**config.mk**
```make
export PLATFORM = sky130hd
export DESIGN_NAME = can_irq_unit
export DESIGN_NICKNAME = d
export VERILOG_FILES = /design/src/rtl/can_irq_pkg.sv /design/src/rtl/can_irq_rst_sync.sv /design/src/rtl/can_irq_regs.sv /design/src/rtl/can_irq_events.sv /design/src/rtl/can_irq_flags.sv /design/src/rtl/can_irq_unit.sv
export SDC_FILE = /design/constraint.sdc
export NUM_CORES = 1
export LEC_CHECK = 0
export ABC_AREA = 0
export BUFFER_PORTS_ARGS = -buffer_cell sky130_fd_sc_hd__buf_4
export CAP_MARGIN = 20
export CORE_ASPECT_RATIO = 1.5
export CORE_MARGIN = 2
export CORE_UTILIZATION = 49
export CTS_BUF_LIST = sky130_fd_sc_hd__clkbuf_4 sky130_fd_sc_hd__clkbuf_8
export CTS_CLUSTER_DIAMETER = 50
export CTS_CLUSTER_SIZE = 30
export DETAILED_ROUTE_END_ITERATION = 8
export PLACE_DENSITY = 0.84
export SYNTH_ARGS = -nofsm -noshare
export SYNTH_HDL_FRONTEND = slang
export SYNTH_HIERARCHICAL = 1
export SYNTH_SLANG_ARGS = --single-unit
```
**constraint.sdc**
```tcl
create_clock -name clk -period 3 [get_ports clk]
set_clock_uncertainty 0.15 [all_clocks]
set_input_delay 0.75 -clock clk [delete_from_list [all_inputs] [get_ports clk]]
set_output_delay 0.75 -clock clk [all_outputs]
set_load 0.01 [all_outputs]
```
**src/rtl/can_irq_pkg.sv**
```systemverilog
package can_irq_pkg;

  localparam int unsigned NUM_SRC  = 8;
  localparam int unsigned SRC_RX   = 0;
  localparam int unsigned SRC_TX   = 1;
  localparam int unsigned SRC_WARN = 2;
  localparam int unsigned SRC_OVR  = 3;
  localparam int unsigned SRC_RSVD = 4;
  localparam int unsigned SRC_PASV = 5;
  localparam int unsigned SRC_ARB  = 6;
  localparam int unsigned SRC_BERR = 7;

  // writable enable bits: everything except the reserved position
  localparam logic [NUM_SRC-1:0] EN_MASK = ~(NUM_SRC'(1) << SRC_RSVD);

  // status levels whose previous value is tracked for change detection
  typedef struct packed {
    logic tx_free;
    logic passive;
    logic bus;
    logic err;
    logic ovr;
  } trk_t;

endpackage

```
**src/rtl/can_irq_rst_sync.sv**
```systemverilog
module can_irq_rst_sync #(
  parameter int unsigned STAGES = 2
) (
  input  logic clk,
  input  logic arst_n,
  output logic rst_n
);

  logic [STAGES-1:0] sync_q;

  always_ff @(posedge clk or negedge arst_n) begin
    if (!arst_n) begin
      sync_q <= '0;
    end else begin
      sync_q <= {sync_q[STAGES-2:0], 1'b1};
    end
  end

  assign rst_n = sync_q[STAGES-1];

endmodule

```
**src/rtl/can_irq_regs.sv**
```systemverilog
module can_irq_regs #(
  parameter int unsigned ADDR_W    = 8,
  parameter int unsigned DATA_W    = 32,
  parameter int unsigned NUM_SRC   = 8,
  parameter logic [ADDR_W-1:0] EN_ADDR   = 8'h10,
  parameter logic [ADDR_W-1:0] FLAG_ADDR = 8'h0C,
  parameter logic [NUM_SRC-1:0] EN_MASK  = '1
) (
  input  logic               clk,
  input  logic               rst_n,
  input  logic               wr_en,
  input  logic               rd_en,
  input  logic [ADDR_W-1:0]  addr,
  input  logic [NUM_SRC-1:0] wdata_lo,
  input  logic [NUM_SRC-1:0] flag_view,
  output logic [NUM_SRC-1:0] en_q,
  output logic               flag_rd,
  output logic [DATA_W-1:0]  rdata,
  output logic               rvalid
);

  localparam int unsigned PAD_W = DATA_W - NUM_SRC;

  logic               hit_en;
  logic               hit_flag;
  logic               en_ce;
  logic [NUM_SRC-1:0] en_d;
  logic [NUM_SRC-1:0] rsel;
  logic [DATA_W-1:0]  rdata_d;

  // next-state
  always_comb begin
    hit_en   = (addr == EN_ADDR);
    hit_flag = (addr == FLAG_ADDR);
    en_ce    = wr_en && hit_en;
    en_d     = wdata_lo & EN_MASK;
    if (hit_en) begin
      rsel = en_q;
    end else if (hit_flag) begin
      rsel = flag_view;
    end else begin
      rsel = '0;
    end
    rdata_d = {{PAD_W{1'b0}}, rsel};
  end

  assign flag_rd = rd_en && hit_flag;

  // registers
  always_ff @(posedge clk or negedge rst_n) begin
    if (!rst_n) begin
      en_q <= '0;
    end else if (en_ce) begin
      en_q <= en_d;
    end
  end

  always_ff @(posedge clk or negedge rst_n) begin
    if (!rst_n) begin
      rdata <= '0;
    end else if (rd_en) begin
      rdata <= rdata_d;
    end
  end

  always_ff @(posedge clk or negedge rst_n) begin
    if (!rst_n) begin
      rvalid <= 1'b0;
    end else begin
      rvalid <= rd_en;
    end
  end

endmodule

```
**src/rtl/can_irq_events.sv**
```systemverilog
module can_irq_events
  import can_irq_pkg::*;
#(
  parameter trk_t STAT_RST = '0
) (
  input  logic               clk,
  input  logic               rst_n,
  input  trk_t               stat,
  input  logic               tx_done,
  input  logic               arb_lost,
  input  logic               bus_error,
  output logic [NUM_SRC-1:0] evt
);

  trk_t prev_q;
  trk_t rise;
  trk_t chg;

  always_comb begin
    chg  = stat ^ prev_q;
    rise = stat & ~prev_q;
    evt  = '0;
    evt[SRC_TX]   = tx_done | rise.tx_free;
    evt[SRC_WARN] = chg.bus | chg.err;
    evt[SRC_OVR]  = rise.ovr;
    evt[SRC_PASV] = chg.passive;
    evt[SRC_ARB]  = arb_lost;
    evt[SRC_BERR] = bus_error;
  end

  always_ff @(posedge clk or negedge rst_n) begin
    if (!rst_n) begin
      prev_q <= STAT_RST;
    end else begin
      prev_q <= stat;
    end
  end

endmodule

```
**src/rtl/can_irq_flags.sv**
```systemverilog
module can_irq_flags
  import can_irq_pkg::*;
(
  input  logic               clk,
  input  logic               rst_n,
  input  logic [NUM_SRC-1:0] evt,
  input  logic [NUM_SRC-1:0] en,
  input  logic               rd_clr,
  input  logic               rx_full,
  output logic [NUM_SRC-1:0] flag_q,
  output logic [NUM_SRC-1:0] flag_view
);

  for (genvar b = 0; b < NUM_SRC; b++) begin : g_bit
    if (b == SRC_RX) begin : g_level
      assign flag_q[b]    = 1'b0;
      assign flag_view[b] = rx_full & en[b];
    end else if (b == SRC_RSVD) begin : g_rsvd
      assign flag_q[b]    = 1'b0;
      assign flag_view[b] = 1'b0;
    end else begin : g_latch
      logic set;
      logic ce;
      logic d;
      logic q;
      always_comb begin
        set = evt[b] & en[b];
        ce  = set | rd_clr;
        d   = set;
      end
      always_ff @(posedge clk or negedge rst_n) begin
        if (!rst_n) begin
          q <= 1'b0;
        end else if (ce) begin
          q <= d;
        end
      end
      assign flag_q[b]    = q;
      assign flag_view[b] = q;
    end
  end

endmodule

```
**src/rtl/can_irq_unit.sv**
```systemverilog
module can_irq_unit
  import can_irq_pkg::*;
#(
  parameter int unsigned ADDR_W    = 8,
  parameter int unsigned DATA_W    = 32,
  parameter logic [ADDR_W-1:0] EN_ADDR   = 8'h10,
  parameter logic [ADDR_W-1:0] FLAG_ADDR = 8'h0C,
  parameter trk_t        STAT_RST  = '0
) (
  input  logic              clk,
  input  logic              arst_n,
  input  logic              reg_wr,
  input  logic              reg_rd,
  input  logic [ADDR_W-1:0] reg_addr,
  input  logic [DATA_W-1:0] reg_wdata,
  output logic [DATA_W-1:0] reg_rdata,
  output logic              reg_rvalid,
  input  logic              rx_full,
  input  logic              data_overrun,
  input  logic              err_status,
  input  logic              bus_status,
  input  logic              err_passive,
  input  logic              tx_done,
  input  logic              tx_buf_free,
  input  logic              arb_lost,
  input  logic              bus_error,
  output logic              irq_n
);

  logic               rst_q;
  logic [NUM_SRC-1:0] en_q;
  logic [NUM_SRC-1:0] evt;
  logic [NUM_SRC-1:0] flag_q;
  logic [NUM_SRC-1:0] flag_view;
  logic               flag_rd;
  trk_t               stat;

  always_comb begin
    stat.tx_free = tx_buf_free;
    stat.passive = err_passive;
    stat.bus     = bus_status;
    stat.err     = err_status;
    stat.ovr     = data_overrun;
  end

  can_irq_rst_sync #(.STAGES(2)) rst_i (
    .clk   (clk),
    .arst_n(arst_n),
    .rst_n (rst_q)
  );

  can_irq_regs #(
    .ADDR_W   (ADDR_W),
    .DATA_W   (DATA_W),
    .NUM_SRC  (NUM_SRC),
    .EN_ADDR  (EN_ADDR),
    .FLAG_ADDR(FLAG_ADDR),
    .EN_MASK  (EN_MASK)
  ) regs_i (
    .clk      (clk),
    .rst_n    (rst_q),
    .wr_en    (reg_wr),
    .rd_en    (reg_rd),
    .addr     (reg_addr),
    .wdata_lo (reg_wdata[NUM_SRC-1:0]),
    .flag_view(flag_view),
    .en_q     (en_q),
    .flag_rd  (flag_rd),
    .rdata    (reg_rdata),
    .rvalid   (reg_rvalid)
  );

  can_irq_events #(.STAT_RST(STAT_RST)) evt_i (
    .clk      (clk),
    .rst_n    (rst_q),
    .stat     (stat),
    .tx_done  (tx_done),
    .arb_lost (arb_lost),
    .bus_error(bus_error),
    .evt      (evt)
  );

  can_irq_flags flags_i (
    .clk      (clk),
    .rst_n    (rst_q),
    .evt      (evt),
    .en       (en_q),
    .rd_clr   (flag_rd),
    .rx_full  (rx_full),
    .flag_q   (flag_q),
    .flag_view(flag_view)
  );

  assign irq_n = ~(|flag_view);

endmodule

```
---- Word-level counts from Yosys, hierarchy flattened ----
Index checks and enable logic that the tools add are counted.
storage, ports and cells
  flip-flop bits (word level) ............. 29
  input bits .............................. 53
  output and inout bits ................... 34
  word-level logic and storage cells ...... 41
cells by class
  equality and inequality tests ........... 2
  mux-type cells .......................... 2
  bitwise logic cells ..................... 19
  reductions and logical operators ........ 3
operators by type and width
  cell                  number
  $mux W8               2
  $eq A8 B4 Y1 const B  1
  $eq A8 B5 Y1 const B  1
  $or A1 B1 Y1          8
  $and A1 B1 Y1         7
  $reduce_or A7 Y1      1
  $and A5 B5 Y5         1
  $not A5 Y5            1
  $xor A4 B4 Y4         1
  $logic_and A1 B1 Y1   2
  $not A1 Y1            1

---- Longest topological paths before layout ----
Gate-level depths: netlist of run 1.
  word-level depth ........................ 5
  depth in mapped cells ................... 4
  depth with buffers taken out ............ 4

---- Cells and area by module ----
Netlist of run 1, hierarchy kept.
by module, submodules not included
  module            instances  cells an instance  area an instance (sq um)  seq. area each (sq um)
  can_irq_regs      1          86                 923.4                     400.4
  can_irq_flags     1          41                 347.8                     150.1
  can_irq_events    1          17                 206.4                     125.1
  can_irq_rst_sync  1          3                  53.8                      50.0
  can_irq_unit      1          3                  18.8                      0.0

---- Least setup slack after synthesis of run 1 ----
OpenSTA, ideal clock, no wires.
  kind .................................... input -> output
  from .................................... input rx_full
  to ...................................... output irq_n
  arrival time ............................ 1.556 ns
  required time ........................... 2.100 ns
  setup slack ............................. 0.544 ns
  stages .................................. 3
  path buffers ............................ 0
  cell sequence ........................... and2_1 -> or4_1 -> nor2_1
between the ends
  longest elaborated chain between the ends .. 3
ends and longest elaborated chain
  item              RTL line             RTL
  start, declared   can_irq_unit.sv:18   input logic rx_full,
  $and A1 B1 Y1     can_irq_flags.sv:17  assign flag_view[b] = rx_full & en[b];
  $reduce_or A7 Y1  can_irq_unit.sv:94   assign irq_n = ~(|flag_view);
  $not A1 Y1        can_irq_unit.sv:94
  end, declared     can_irq_unit.sv:27   output logic irq_n
Every way passes these cells.

---- Worst setup path in the final report of run 1 ----
  from .................................... input rx_full
  to ...................................... output irq_n
between the ends
  longest elaborated chain between the ends .. 3
ends and longest elaborated chain
  item              RTL line             RTL
  $and A1 B1 Y1     can_irq_flags.sv:17
  net flag_view[0]  can_irq_unit.sv:34   logic [NUM_SRC-1:0] flag_view;
  $reduce_or A7 Y1  can_irq_unit.sv:94
  $not A1 Y1        can_irq_unit.sv:94
The timed path passes the listed nets, and every way through them passes these cells.

==> results_dict.tcl, run 1 <==
set metrics [dict create \
    cts-root-to-sink-buffers 2 \
    cts_tree "done" \
    instance_area_at_placement_um2 1620 \
    cts_made_buffers 5 \
    power.static_leakage_uw 0.000910 \
    skew_pair_late_insertion_delay_ns 0.28 \
    io_pins 87 \
    place.detailed.hpwl_um 2030 \
    tritoncts_sinks 29 \
    worstSetupStartpointType "input port" \
    dr.pass1.iters 4 \
    hold_path_class "input port to asynchronous set/reset pin" \
    rows 24 \
    final_period_minus_worst_setup_slack_ns 2.69 \
    mappedNetlistArea_um2 1460 \
    cts.root.buffer_cell "sky130_fd_sc_hd__clkbuf_8" \
    crit_required_ns 2.10 \
    wire_length_of_the_first_global_routing_pass_um 4360 \
    design_area_um2 1780 \
    mostFrequentLayoutCell "sky130_fd_sc_hd__buf_4" \
    cts.htree.levels 2 \
    post_synth_inst_count 138 \
    final_cell_mix "sky130_fd_sc_hd__buf_4, sky130_fd_sc_hd__dfrtp_1, sky130_fd_sc_hd__conb_1" \
    timing.final.max_slew_violations 0 \
    globalRoute.totalOverflow 0 \
    report.final.setup_viol 0 \
    detail_route.iter0.violations 28 \
    end_kind "primary output" \
    cp_max_fo 2 \
    fp.dieArea_um2 3450 \
    core_um2 2880 \
    track_usage 0.167 \
    number_of_antenna_violations_at_the_first_check_in_global_routing 0 \
    post_route_drc_violation_count 0 \
    n_antenna_cell 0 \
    timing.setup.tns_ns 0 \
    initial_utilization 0.508 \
    achievable-frequency_mhz 372 \
    clk_pin_slew_worst_paths_ns 0.06 \
    die_height_um 70.9 \
    layout-drive-gt1-share 0.329 \
    vias_per_cell 4.83 \
    grt_pass1_vias 1007 \
    final-hold-violation-count 0 \
    routabilityCongestion 0.780 \
    run_status "completed" \
    critPathArrivalTime_ns 1.79 \
    vdd_ir_drop_max_mv 0.460 \
    critical_path_class "input port to primary output" \
    chipWidth_um 48.6 \
    power.density_cell_area_nw_per_um2 521 \
    synth-warning-count 6 \
    numPortBuffers 37 \
    vias 1024 \
    layout_worst_path_cycle_share 0.896 \
    antenna_nets_post_route 0 \
    grt_start_max_net_pins 28 \
    routedWlPerCell_um 13.4 \
    synthesis.area_per_instance_um2 10.6 \
    timing.max_cap.violations 0 \
    detail_route.wirelength_um 2840 \
    rsz0062_at_grt "no" \
    area_delta_synth_final_pct 21.3 \
    nNetsFinal 225 \
]
## path summary, 6_finish.rpt
kind	startpoint	endpoint	slack [ns]	depth (start not counted)
max	rx_full	irq_n	0.31	5
min reg2reg	rst_i/sync_q[1]$_DFF_PN0_	regs_i/rdata[5]$_DFFE_PN0P_	0.13	1
min	arst_n	rst_i/sync_q[1]$_DFF_PN0_	0.09	1
max reg2reg	regs_i/en_q[0]$_DFFE_PN0P_	regs_i/rdata[0]$_DFFE_PN0P_	1.84	2
min in group clk	rst_i/sync_q[0]$_DFF_PN0_	rst_i/sync_q[1]$_DFF_PN0_	0.21	0
max in group asynchronous	rst_i/sync_q[1]$_DFF_PN0_	regs_i/en_q[7]$_DFFE_PN0P_	1.92	1
## cell type report
| cell class | count | area, um^2 |
|---|---|---|
| clock buffers | 6 | 82.6 |
| multi-input cells | 82 | 505 |
| well taps | 39 | 48.8 |
| flip-flops and latches | 29 | 726 |
| repair buffers | 40 | 323 |
| fillers | 248 | 1110 |
| inverters | 14 | 52.6 |
| clock inverters | 2 | 37.5 |
## metal layers
layer	track usage	vias to the layer above	wire, um	part of all wire
li1	-	462	-	-
met1	0.169	493	1030	0.36
met2	0.286	57	1480	0.52
met3	0.0717	12	252	0.089
met4	0.0952	0	79	0.028
met5	0	-	0	0
## power breakdown
group	internal, uW	switching (uW)	total [uW]
Clock	270	151	421
Combinational	41.1	43.8	84.9
Sequential	408	11.6	420
Total	719	206	925
## state kept, by name (all words and copies together), names as in the netlist
name                     count
regs_i/rdata                 8
evt_i/prev_q                 5
rst_i/sync_q                 2
regs_i/en_q                  7
flags_i/g_bit.g_latch.q      6
regs_i/rvalid                1
## through the flow
step | cells | power (uW) | hold slack [ns] | setup WS [ns] | utilization
after floorplan | 161 | 499 | 0.181 | 0.544 | -
after global placement | 202 | 501 | 0.190 | 0.335 | 0.561
after detailed placement | 202 | 505 | 0.186 | 0.303 | 0.561
after CTS | 210 | 927 | 0.0777 | 0.305 | 0.603
after global routing | 212 | 954 | 0.0749 | 0.284 | 0.616
final | 212 | 925 | 0.0858 | 0.312 | 0.616
## timing repair
action | in CTS | in global routing
endpoints found under the hold margin | 0 | 4
hold buffers | 0 | 1
setup buffers | 0 | 0
resized for setup | 0 | 0
## worst max-delay path, cell delays in order
cell	delay (ns)
sky130_fd_sc_hd__buf_4	0.10
sky130_fd_sc_hd__and2_1	0.18
sky130_fd_sc_hd__or4_1	0.50
sky130_fd_sc_hd__nor2_1	0.12
sky130_fd_sc_hd__buf_4	0.13
(Power assumes the default switching activity.)
==> run 2: changes to the inputs <==
- REMOVE_ABC_BUFFERS: default -> 1
==> run 2 against run 1 <==
Net effect: sequential share of layout area grew 1.3 points; combinational power shrank 7.3%; critical endpoint unchanged; worst setup slack gained 0.055 ns; routed wire length shrank 7.7%; core utilization shrank 2.0 points; design area shrank 3.2%; clock-buffer cell count is the same; critical path type unchanged; cell count shrank 0.47%; flip-flop and latch count is the same; largest power group is now registers; via count shrank 6.4%; register-to-register slack gained 0.03 ns.
==> results_dict.tcl, run 2 (synthesis gave the netlist of run 1 again) <==
set metrics [dict create \
    critPathSlowestCell "sky130_fd_sc_hd__or4_1" \
    place.detailed.hpwl_um 2030 \
    die_height_um 70.9 \
    hold_path_class "flop to asynchronous set/reset pin" \
    io_pins 87 \
    detail_route.wirelength_um 2620 \
    layout_worst_path_cycle_share 0.878 \
    chipWidth_um 48.6 \
    antenna_nets_post_route 0 \
    timing.final.max_slew_violations 0 \
    cts.root.buffer_cell "sky130_fd_sc_hd__clkbuf_8" \
    max_slew_margin 0.644 \
    timing.critical_path.cells "buf_4, and2_1, or4_1, nor2_1, buf_4" \
    initial_utilization 0.508 \
    tightestPinTransition_ns 0.526 \
    area_delta_synth_final_pct 17.4 \
    tritoncts_sinks 29 \
    vdd_ir_drop_max_mv 0.423 \
    layout-drive-gt1-share 0.331 \
    routabilityCongestion 0.785 \
    cts_tree "done" \
    timing.setup.tns_ns 0 \
    worst_r2r_path_depth 2 \
    worstSetupStartpointType "input port" \
    dr.pass1.iters 4 \
    mostFrequentLayoutCell "sky130_fd_sc_hd__buf_4" \
    report.final.setup_viol 0 \
    largest-register "regs_i/rdata" \
    cts_resized 0 \
    final_cell_mix "sky130_fd_sc_hd__buf_4, sky130_fd_sc_hd__dfrtp_1, sky130_fd_sc_hd__conb_1" \
    critical_path_class "input port to primary output" \
    rsz0062_at_grt "no" \
    vias 958 \
    run_status "completed" \
    core_um2 2880 \
    nNetsFinal 224 \
    rows 24 \
    cts.htree.levels 2 \
    routedWlPerCell_um 12.4 \
    cp_max_fo 2 \
    globalRoute.totalOverflow 0 \
    detail_route.iter0.violations 15 \
    postLayoutCoreUtil 0.596 \
    cts_setup_buffers 0 \
    layout_top_registers "regs_i/rdata x8, regs_i/en_q x7, flags_i/g_bit.g_latch.q x6" \
    numPortBuffers 37 \
    final-hold-violation-count 0 \
    achievable-frequency_mhz 380 \
    track_usage 0.168 \
    fin_hold_ws_ns 0.0418 \
    cts_made_buffers 5 \
    fin_cells 211 \
    post_route_drc_violation_count 0 \
    clk_pin_slew_worst_paths_ns 0.06 \
    final_period_minus_worst_setup_slack_ns 2.63 \
    vias_per_cell 4.54 \
    timing.max_cap.violations 0 \
    n_antenna_cell 0 \
    instance_count_after_placement_with_tap_cells_included 202 \
    cp_slowest_stage_delay_ns 0.49 \
    cts-root-to-sink-buffers 2 \
    grt_pass1_vias 980 \
    critPathArrivalTime_ns 1.73 \
    power.static_leakage_uw 0.000891 \
    fp.dieArea_um2 3450 \
    wire_length_of_the_first_global_routing_pass_um 4370 \
    grt_start_max_net_pins 28 \
    end_kind "primary output" \
    largest_register_ff_count 8 \
    critPathMostFrequentCell "sky130_fd_sc_hd__buf_4" \
    number_of_antenna_violations_at_the_first_check_in_global_routing 0 \
    cts-hold-fix-buffers 0 \
    power.density_cell_area_nw_per_um2 473 \
    crit_required_ns 2.10 \
    skew_pair_late_insertion_delay_ns 0.28 \
]
## run 2: cell types whose count changed in the layout (fill, tap and decap cells not counted)
cell / delta
sky130_fd_sc_hd__clkinv_2: +2
sky130_fd_sc_hd__buf_16: -1
sky130_fd_sc_hd__buf_8: +1
sky130_fd_sc_hd__bufinv_16: -1
sky130_fd_sc_hd__clkbuf_4: +1
sky130_fd_sc_hd__clkbuf_8: -1
sky130_fd_sc_hd__clkinvlp_4: -1
sky130_fd_sc_hd__dlygate4sd3_1: -1
## run 2: stage by stage
step / total power (uW) / setup slack (ns) / area (um^2)
final: 813 / 0.367 / 1720
after global routing: 852 / 0.331 / 1720
after CTS: 818 / 0.354 / 1700
after detailed placement: 505 / 0.355 / 1620
after global placement: 502 / 0.347 / 1620
after floorplan: 462 / 0.544 / 1280
## run 2: final cells by class
type,count,area (um^2)
clock inverter,2,10.0
clock buffer,6,76.3
inverter,14,52.6
multi-input combinational,82,505
timing repair buffer,39,300
sequential,29,726
tap,39,48.8
fill,252,1160
## run 2: where the power goes
part,internal (uW),leakage (uW),total [uW],switching (uW)
Sequential,408,0.000356,422,13.3
Clock,169,0.0000484,313,144
Combinational,38.3,0.000487,78.7,40.4
Total,616,0.000891,813,197
## run 2: layer usage
layer	up-vias	global-route usage	share of wire
met5	-	0	0
met4	0	0.0952	0.023
met3	6	0.0570	0.068
met2	42	0.298	0.57
met1	453	0.171	0.34
li1	457	-	-
## run 2: worst max-delay path, delay by kind of cell
kind / cells / cell delay [ns]
buffers and inverters: 2 / 0.24
and+or+nand+nor: 3 / 0.75
## run 2: worst paths after layout
| check | from | to | slack [ns] |
|---|---|---|---|
| min reg2reg | rst_i/sync_q[1]$_DFF_PN0_ | regs_i/en_q[1]$_DFFE_PN0P_ | 0.04 |
| max in group asynchronous | rst_i/sync_q[1]$_DFF_PN0_ | regs_i/en_q[6]$_DFFE_PN0P_ | 2.18 |
| min | rst_i/sync_q[1]$_DFF_PN0_ | regs_i/en_q[1]$_DFFE_PN0P_ | 0.04 |
| max reg2reg | regs_i/en_q[0]$_DFFE_PN0P_ | regs_i/rdata[0]$_DFFE_PN0P_ | 1.87 |
| max | rx_full | irq_n | 0.37 |
| min in group clk | rst_i/sync_q[0]$_DFF_PN0_ | rst_i/sync_q[1]$_DFF_PN0_ | 0.20 |
==> run 3: changes to the inputs <==
- CORE_UTILIZATION: 49 -> 45
- PLACE_DENSITY: 0.84 -> 0.78
- clock period: 3 -> 2.8 ns (I/O delays scaled with it)
==> run 3 against run 2 <==
Net effect: die area increased by 8.3%; clock-buffer cell count grew 1; largest power group unchanged; non-clock buffer count is the same; largest cell class unchanged; critical path type unchanged.
==> results_dict.tcl, run 3 (synthesis gave the netlist of run 1 again) <==
set metrics [dict create \
    cts_setup_buffers 0 \
    met2WireLength_um 1300 \
    clk_pin_slew_worst_paths_ns 0.06 \
    vdd_ir_drop_max_mv 0.525 \
    largest-register "regs_i/rdata" \
    layout_worst_path_cycle_share 0.915 \
    cell_class_contributing_the_biggest_share_of_worst_path_delay "simple AND/OR/NAND/NOR gates" \
    antenna_nets_post_route 0 \
    topRoutingLayerUsed "met4" \
    dr.pass1.iters 4 \
    cp_max_fo 2 \
    cts-root-to-sink-buffers 2 \
    grt_start_max_net_pins 28 \
    chipWidth_um 50.6 \
    post_route_drc_violation_count 0 \
    largest_register_ff_count 8 \
    dp_slack_ns 0.221 \
    report.final.setup_viol 0 \
    die_height_um 73.9 \
    routedWlPerCell_um 12.4 \
    cts_tree "done" \
    cts-hold-fix-buffers 0 \
    routed-wl-met3_um 257 \
    cp_slowest_stage_delay_ns 0.49 \
    final_cell_mix "sky130_fd_sc_hd__buf_4, sky130_fd_sc_hd__dfrtp_1, sky130_fd_sc_hd__conb_1" \
    cts.root.buffer_cell "sky130_fd_sc_hd__clkbuf_8" \
    initial_utilization 0.468 \
    nNetsFinal 224 \
    critPathArrivalTime_ns 1.71 \
    track_usage 0.162 \
    detail_route.wirelength_um 2620 \
    instance_area_at_placement_um2 1620 \
    core_um2 3130 \
    critical_path_class "input port to primary output" \
    layout-drive-gt1-share 0.331 \
    n_antenna_cell 0 \
    io_pins 87 \
    final_period_minus_worst_setup_slack_ns 2.56 \
    tritoncts_sinks 29 \
    critPathSlowestCell "sky130_fd_sc_hd__or4_1" \
    detail_route.iter0.violations 22 \
    worstSetupStartpointType "input port" \
    route.layer.met1.wl_um 994 \
    vias_per_cell 4.66 \
    cts.htree.levels 2 \
    mostFrequentLayoutCell "sky130_fd_sc_hd__buf_4" \
    final-hold-violation-count 0 \
    end_kind "primary output" \
    run_status "completed" \
    worst_slack_ns 0.238 \
    vias 988 \
    routabilityCongestion 0.799 \
    hold_path_class "flop to asynchronous set/reset pin" \
    globalRoute.totalOverflow 0 \
    place.detailed.hpwl_um 1970 \
    number_of_antenna_violations_at_the_first_check_in_global_routing 0 \
    timing.critical_path.cells "buf_4, and2_1, or4_1, nor2_1, buf_4" \
    layout_top_registers "regs_i/rdata x8, regs_i/en_q x7, flags_i/g_bit.g_latch.q x6" \
    fin_hold_ws_ns 0.0364 \
    fp.dieArea_um2 3730 \
    report.power.total_uw 909 \
    skew_pair_late_insertion_delay_ns 0.28 \
    design_area_um2 1750 \
    achievable-frequency_mhz 390 \
    critPathMostFrequentCell "sky130_fd_sc_hd__buf_4" \
    cts_made_buffers 5 \
    rows 25 \
    area_delta_synth_final_pct 19.4 \
    timing.setup.tns_ns 0 \
    numPortBuffers 37 \
    timing.final.max_slew_violations 0 \
    rsz0062_at_grt "no" \
    power.static_leakage_uw 0.000903 \
    timing.max_cap.violations 0 \
    grt_pass1_vias 991 \
    crit_required_ns 1.95 \
    power.density_cell_area_nw_per_um2 520 \
    cts_resized 0 \
    wire_length_of_the_first_global_routing_pass_um 4420 \
    worstPathBufferInverterCount 2 \
]
## run 3: worst paths after layout
path	startpoint	end	slack (ns)	depth (start not counted)
min	rst_i/sync_q[1]$_DFF_PN0_	regs_i/rdata[7]$_DFFE_PN0P_	0.04	0
max reg2reg	regs_i/en_q[0]$_DFFE_PN0P_	regs_i/rdata[0]$_DFFE_PN0P_	1.66	2
max in group asynchronous	rst_i/sync_q[1]$_DFF_PN0_	regs_i/en_q[0]$_DFFE_PN0P_	2.01	1
min reg2reg	rst_i/sync_q[1]$_DFF_PN0_	regs_i/rdata[7]$_DFFE_PN0P_	0.04	0
min in group clk	rst_i/sync_q[0]$_DFF_PN0_	rst_i/sync_q[1]$_DFF_PN0_	0.21	0
max	rx_full	irq_n	0.24	5
## run 3: area by class of cell
type | instances | area [um^2]
Tap cell | 40 | 50.0
Inverter | 14 | 52.6
Multi-Input combinational cell | 82 | 505
Fill cell | 291 | 1380
Timing Repair Buffer | 39 | 313
Clock inverter | 1 | 5.00
Clock buffer | 7 | 96.3
Sequential cell | 29 | 726
## run 3: routing by layer
layer	GRT usage	vias up
li1	-	462
met1	0.180	456
met2	0.259	61
met3	0.0569	9
met4	0.111	0
met5	0	-
## run 3: worst register-to-register path, cell delays in order, from the launching register on
cell	delay, ns
sky130_fd_sc_hd__dfrtp_1	0.39
sky130_fd_sc_hd__and2_1	0.17
sky130_fd_sc_hd__a221o_1	0.32
## run 3: report_power, final
group          total [uW]  internal (uW)  leakage, uW  switching [uW]
Clock                 371            221    0.0000542             149
Sequential            452            438     0.000356            14.2
Combinational        86.9           43.0     0.000492            43.9
## run 3: stage by stage
step            util  instances
4_1_cts        0.550        211
6_report       0.559        212
3_5_place_dp   0.518        203
2_1_floorplan      -        125
5_1_grt        0.559        212
3_3_place_gp   0.518        203
